`src/rtl/sar_ctl_pkg.sv`:
```
package sar_ctl_pkg;

    typedef enum logic [2:0] {
        PH_OFF    = 3'd0,
        PH_ACQ    = 3'd1,
        PH_CONV   = 3'd2,
        PH_REPLAY = 3'd3,
        PH_TAIL   = 3'd4
    } sar_phase_e;

endpackage

```
`src/rtl/sar_acq_count.sv`:
```
module sar_acq_count #(
    parameter int ACQ_EDGES = 2,
    localparam int ACQ_W    = $clog2(ACQ_EDGES + 1)
) (
    input  logic [ACQ_W-1:0] cnt_q,
    output logic [ACQ_W-1:0] cnt_d,
    output logic             done
);
    always_comb begin
        cnt_d = cnt_q + 1'b1;
        done  = (cnt_d == ACQ_W'(ACQ_EDGES));
    end
endmodule

```
`src/rtl/sar_search_step.sv`:
```
module sar_search_step #(
    parameter int WIDTH  = 16,
    localparam int IDX_W = $clog2(WIDTH)
) (
    input  logic [WIDTH-1:0] result_q,
    input  logic [IDX_W-1:0] idx,
    input  logic             cmp,
    output logic [WIDTH-1:0] result_d,
    output logic [WIDTH-1:0] trial_d,
    output logic             last
);
    always_comb begin
        for (int i = 0; i < WIDTH; i++) begin
            result_d[i] = (i == int'(idx)) ? cmp : result_q[i];
        end
        last = (idx == '0);
        if (last) begin
            trial_d = result_d;
        end else begin
            trial_d = result_d | (WIDTH'(1) << (idx - 1'b1));
        end
    end
endmodule

```
`src/rtl/sar_replay_sel.sv`:
```
module sar_replay_sel #(
    parameter int WIDTH  = 16,
    localparam int IDX_W = $clog2(WIDTH)
) (
    input  logic [WIDTH-1:0] word,
    input  logic [IDX_W-1:0] idx,
    output logic             bit_out,
    output logic             last
);
    always_comb begin
        bit_out = word[idx];
        last    = (idx == IDX_W'(WIDTH - 1));
    end
endmodule

```
`src/rtl/sar_serial_adc.sv`:
```
module sar_serial_adc
    import sar_ctl_pkg::*;
#(
    parameter int WIDTH     = 16,
    parameter int ACQ_EDGES = 2
) (
    input  logic             sclk,
    input  logic             rst_n,
    input  logic             cs_n,
    input  logic             cmp_in,
    output logic             sample_en,
    output logic [WIDTH-1:0] dac_code,
    output logic             sdo,
    output logic             sdo_oe
);
    localparam int IDX_W = $clog2(WIDTH);
    localparam int ACQ_W = $clog2(ACQ_EDGES + 1);
    localparam logic [WIDTH-1:0] MSB_TRIAL = WIDTH'(1) << (WIDTH - 1);

    typedef struct packed {
        sar_phase_e       phase;
        logic [ACQ_W-1:0] acq_cnt;
        logic [IDX_W-1:0] idx;
        logic [WIDTH-1:0] result;
        logic [WIDTH-1:0] dac;
        logic             sdo;
        logic             oe;
    } state_t;

    state_t s_q, s_d;

    logic [ACQ_W-1:0] acq_cnt_d;
    logic             acq_done;
    logic [WIDTH-1:0] search_result_d;
    logic [WIDTH-1:0] search_trial_d;
    logic             search_last;
    logic             replay_bit;
    logic             replay_last;

    sar_acq_count #(.ACQ_EDGES(ACQ_EDGES)) i_acq (
        .cnt_q (s_q.acq_cnt),
        .cnt_d (acq_cnt_d),
        .done  (acq_done)
    );

    sar_search_step #(.WIDTH(WIDTH)) i_search (
        .result_q (s_q.result),
        .idx      (s_q.idx),
        .cmp      (cmp_in),
        .result_d (search_result_d),
        .trial_d  (search_trial_d),
        .last     (search_last)
    );

    sar_replay_sel #(.WIDTH(WIDTH)) i_replay (
        .word    (s_q.result),
        .idx     (s_q.idx),
        .bit_out (replay_bit),
        .last    (replay_last)
    );

    always_comb begin
        s_d = s_q;
        if (cs_n) begin
            s_d = '0;
        end else begin
            unique case (s_q.phase)
                PH_OFF, PH_ACQ: begin
                    if (acq_done) begin
                        s_d.phase   = PH_CONV;
                        s_d.acq_cnt = '0;
                        s_d.idx     = IDX_W'(WIDTH - 1);
                        s_d.result  = '0;
                        s_d.dac     = MSB_TRIAL;
                        s_d.oe      = 1'b1;
                        s_d.sdo     = 1'b0;
                    end else begin
                        s_d.phase   = PH_ACQ;
                        s_d.acq_cnt = acq_cnt_d;
                    end
                end
                PH_CONV: begin
                    s_d.result = search_result_d;
                    s_d.sdo    = cmp_in;
                    if (search_last) begin
                        s_d.dac   = search_result_d;
                        s_d.phase = PH_REPLAY;
                        s_d.idx   = '0;
                    end else begin
                        s_d.dac = search_trial_d;
                        s_d.idx = s_q.idx - 1'b1;
                    end
                end
                PH_REPLAY: begin
                    s_d.sdo = replay_bit;
                    if (replay_last) begin
                        s_d.phase = PH_TAIL;
                    end else begin
                        s_d.idx = s_q.idx + 1'b1;
                    end
                end
                PH_TAIL: begin
                    s_d.sdo = 1'b0;
                end
                default: begin
                    s_d = '0;
                end
            endcase
        end
    end

    always_ff @(posedge sclk or negedge rst_n) begin
        if (!rst_n) begin
            s_q <= '0;
        end else begin
            s_q <= s_d;
        end
    end

    assign sample_en = !cs_n && (s_q.phase == PH_OFF || s_q.phase == PH_ACQ);
    assign sdo_oe    = s_q.oe && !cs_n;
    assign sdo       = s_q.sdo;
    assign dac_code  = s_q.dac;

endmodule

```
`config.mk`:
```
export PLATFORM = sky130hd
export DESIGN_NAME = sar_serial_adc
export DESIGN_NICKNAME = d
export VERILOG_FILES = /design/src/rtl/sar_ctl_pkg.sv /design/src/rtl/sar_acq_count.sv /design/src/rtl/sar_search_step.sv /design/src/rtl/sar_replay_sel.sv /design/src/rtl/sar_serial_adc.sv
export SDC_FILE = /design/constraint.sdc
export NUM_CORES = 1
export LEC_CHECK = 0
export ABC_AREA = 1
export BUFFER_PORTS_ARGS = -buffer_cell sky130_fd_sc_hd__buf_2
export CELL_PAD_IN_SITES_DETAIL_PLACEMENT = 0
export CELL_PAD_IN_SITES_GLOBAL_PLACEMENT = 2
export CORE_ASPECT_RATIO = 1.4
export CORE_UTILIZATION = 38
export CTS_CLUSTER_DIAMETER = 150
export CTS_CLUSTER_SIZE = 20
export DETAILED_ROUTE_END_ITERATION = 12
export PLACE_DENSITY_LB_ADDON = 0.15
export SLEW_MARGIN = 25
export SYNTH_ARGS = -nofsm -noshare
export SYNTH_HDL_FRONTEND = slang
export SYNTH_HIERARCHICAL = 1
export SYNTH_SLANG_ARGS = --single-unit
export TNS_END_PERCENT = 30
```
`constraint.sdc`:
```
create_clock -name sclk -period 3.6 [get_ports sclk]
set_input_delay 0.72 -clock sclk [delete_from_list [all_inputs] [get_ports sclk]]
set_output_delay 0.72 -clock sclk [all_outputs]
set_load 0.005 [all_outputs]
```
==> flow_summary_export.csv <==
group,metric,value,unit
outcome,status,"complete, no violations",
synthesis,synth_nets,437,
sta,final_hold_viol_count,0,
synthesis,ys_top_cells_by_area,"dfrtp_1 (34%), nand2_1 (15%), o21ai_2 (8.4%), nand3_1 (7.8%), inv_1 (5.9%)",
detailed_routing,vias,2617,
global_route,grt_pass1_vias,2584,
detailed_routing,drt-pass1-iter-count,4,
critical_path,cp_max_fo,13,
critical_path,arrival,2.49,ns
global_route,track_usage,19.53,%
clock_tree,clk_latency,0.30,ns
global_route,antenna_found_initial,0,
run,maxCapViolCount,0,
synthesis,synthArstFlopShare,100.0,%
critical_path,rr_startpoint,"s_q[36]",
power_and_ir_drop,peakVddDrop,0.1905,mV
floorplanning,fp.coreArea,0.007893,mm²
placed_design,post-place-cells,521,
clock_tree,clock_path_buffers,2,
critical_path,crit_required,3.80,ns
global_route,grt_overflow,0,
clock_tree,cts_tree,"done",
detailed_routing,finalWirelength,7573,µm
critical_path,r2r_setup_slack,1.31,ns
clock_tree,path_clk_slew,0.08,ns
critical_path,critPathLaunch,"s_q[36]",
sta,fin_tns_setup,0,ns
power_and_ir_drop,leakagePower,1.702,nW
power_and_ir_drop,total_power,0.001348,W
critical_path,ff2ff_path_depth,10,
synthesis,synth_warnings,6,
cells_and_area,drive_above_1_share,19.35,%
synthesis,synth_area,0.003133,mm²
power_and_ir_drop,powerDensity,420.9,mW/mm²
synthesis,synth.top_cell.area_share,34.35,%
sta,finClkSkew,0.003995,ns
clock_tree,cts_buffers,5,
critical_path,r2r_end,"s_q[37]",
floorplanning,ioPinCount,23,
sta,grt_setup_unrepaired,"false",
synthesis,yosys-top-cells-count,"nand2_1 (127), inv_1 (49), nand3_1 (49), dfrtp_1 (43), o21ai_2 (30)",
synthesis,synth-main-ff-cell,"dfrtp_1",
synthesis,ys_seq_area_share,34.35,%
hold_path,hp-class,"in -> async",
sta,post-route-min-period,2.292,ns
placed_design,port_buffers,22,
floorplanning,rows,38,
synthesis,synth_most_common_cell,"nand2_1",
floorplanning,dieArea,0.008617,mm²
detailed_routing,drcViolationCount,0,
clock_tree,post_cts_resized,0,
synthesis,avgSynthCellArea,7.286,µm²
detailed_routing,ant_nets,0,
detailed_routing,wl_per_cell,14.32,µm
synthesis,synth-edff-count,0,
synthesis,synth_area_leader_cell,"dfrtp_1",
floorplanning,dieWidth,78.74,µm
sta,slew_viol_final,0,
cells_and_area,diodes,0,
sta,worstMarginPinSlew,0.7691,ns
clock_tree,postCtsSetupBuffers,0,
detailed_routing,drt-initial-drc-count,89,
placed_design,placed_area,0.003119,mm²
sta,fmax,436.2,MHz
cells_and_area,fin_cells,529,
synthesis,ys_types,28,
critical_path,worst-setup-path-type,"reg -> reg",
critical_path,critPathCaptureType,"register",
placed_design,dp_hpwl,5358,µm
detailed_routing,avgViaCountPerCell,4.947,
clock_tree,hold_buffers,0,
clock_tree,cts_sinks,43,
cells_and_area,finalNetCount,435,
sta,setup_violations,0,
cells_and_area,area_growth,2.236,%
critical_path,start_kind,"register",
floorplanning,die_y,109.4,µm
sta,slew_headroom,48.73,%
placed_design,gp_congestion,0.7669,
global_route,grt_max_degree,44,
sta,period_share,63.67,%
floorplanning,initial_core_util,39.70,%
global_route,grt_pass1_wl,12830,µm
synthesis,synthesis.instances,430,
cells_and_area,fin_area,0.003203,mm²
clock_tree,cts_root_buf,"clkbuf_8",
clock_tree,cts-htree-levels,2,
synthesis,ys_ff_latch,43,
critical_path,crit_path_end,"s_q[37]",
## sequential cells by signal (all words and copies together), names as in the netlist
name and cells:
dac_code 16, sdo 1, s_q 26
## through the flow
step                      setup slack, ns  util (%)  hold WS [ns]
after floorplan                     1.878         -        0.4244
after global routing                1.118     40.58        0.4424
after global placement              1.461     39.52        0.4533
after detailed placement            1.370     39.52        0.4676
final                               1.308     40.58        0.4054
after CTS                           1.319     40.55        0.4892
## worst max-delay path: stages, from the launching register on
cell and delay (ns):
dfrtp_1 0.57, nor2_1 0.50, nand2_1 0.15, inv_1 0.34
inv_1 0.20, nand3_1 0.16, inv_1 0.06, nand2_1 0.06
nand3_1 0.06, nand2_1 0.06, nand2_1 0.04
## cell families after synthesis
| kind of cell | synth area share [%] |
|---|---|
| adder cells (fa/ha/maj) | 1.198 |
| AND/OR/NAND/NOR | 32.23 |
| flip-flops | 34.34 |
| buffers and inverters | 14.66 |
| AO/OA/AOI/OAI | 17.01 |
| XOR/XNOR | 0.5592 |
## placed cells by master, fill, tap and decap left out, types with 3 or more instances in the layout
| cell | count |
|---|---|
| inv_2 | 5 |
| nor2_2 | 7 |
| nor2_4 | 4 |
| o21ai_1 | 24 |
| nand4_1 | 3 |
| o21ai_2 | 30 |
| inv_1 | 49 |
| clkbuf_8 | 5 |
| nand2_1 | 127 |
| nand2_4 | 4 |
| dfrtp_1 | 43 |
| nand3_1 | 49 |
| ha_1 | 3 |
| a21oi_1 | 13 |
| o21ai_0 | 13 |
| nor2_1 | 14 |
| buf_2 | 21 |
## area by class of cell
| cell class | count | area, µm² |
|---|---|---|
| flip-flops and latches | 43 | 1076 |
| fillers | 897 | 4690 |
| clock inverters | 1 | 5.005 |
| inverters | 54 | 202.7 |
| clock buffers | 7 | 76.32 |
| repair buffers | 23 | 120.1 |
| well taps | 100 | 125.1 |
| multi-input cells | 301 | 1598 |
## worst min-delay path by stage
stage                 start           to  slack [ns]  cells past startpoint
detailed placement  s_q[39]      s_q[39]        0.47                      2
CTS                 s_q[39]      s_q[39]        0.49                      2
floorplan             rst_n  dac_code[0]        0.42                      0
global placement    s_q[39]      s_q[39]        0.45                      2
finish                rst_n  dac_code[5]        0.41                      1
global route          rst_n  dac_code[5]        0.44                      1
## where the power goes
group,switching (W),leakage (nW),internal (W)
Clock,0.000171,0.0422,0.000136
Sequential,0.0000685,0.585,0.000523
Combinational,0.000314,1.07,0.000135
## routing by layer
metal	track usage (%)	share of wire (%)	vias to the layer above
li1	-	-	1366
met1	22.61	45	1209
met2	36.15	51	34
met3	3.237	2.3	8
met4	6.349	1.6	0
met5	0	0	-
Power figures use the tool's default switching activity.
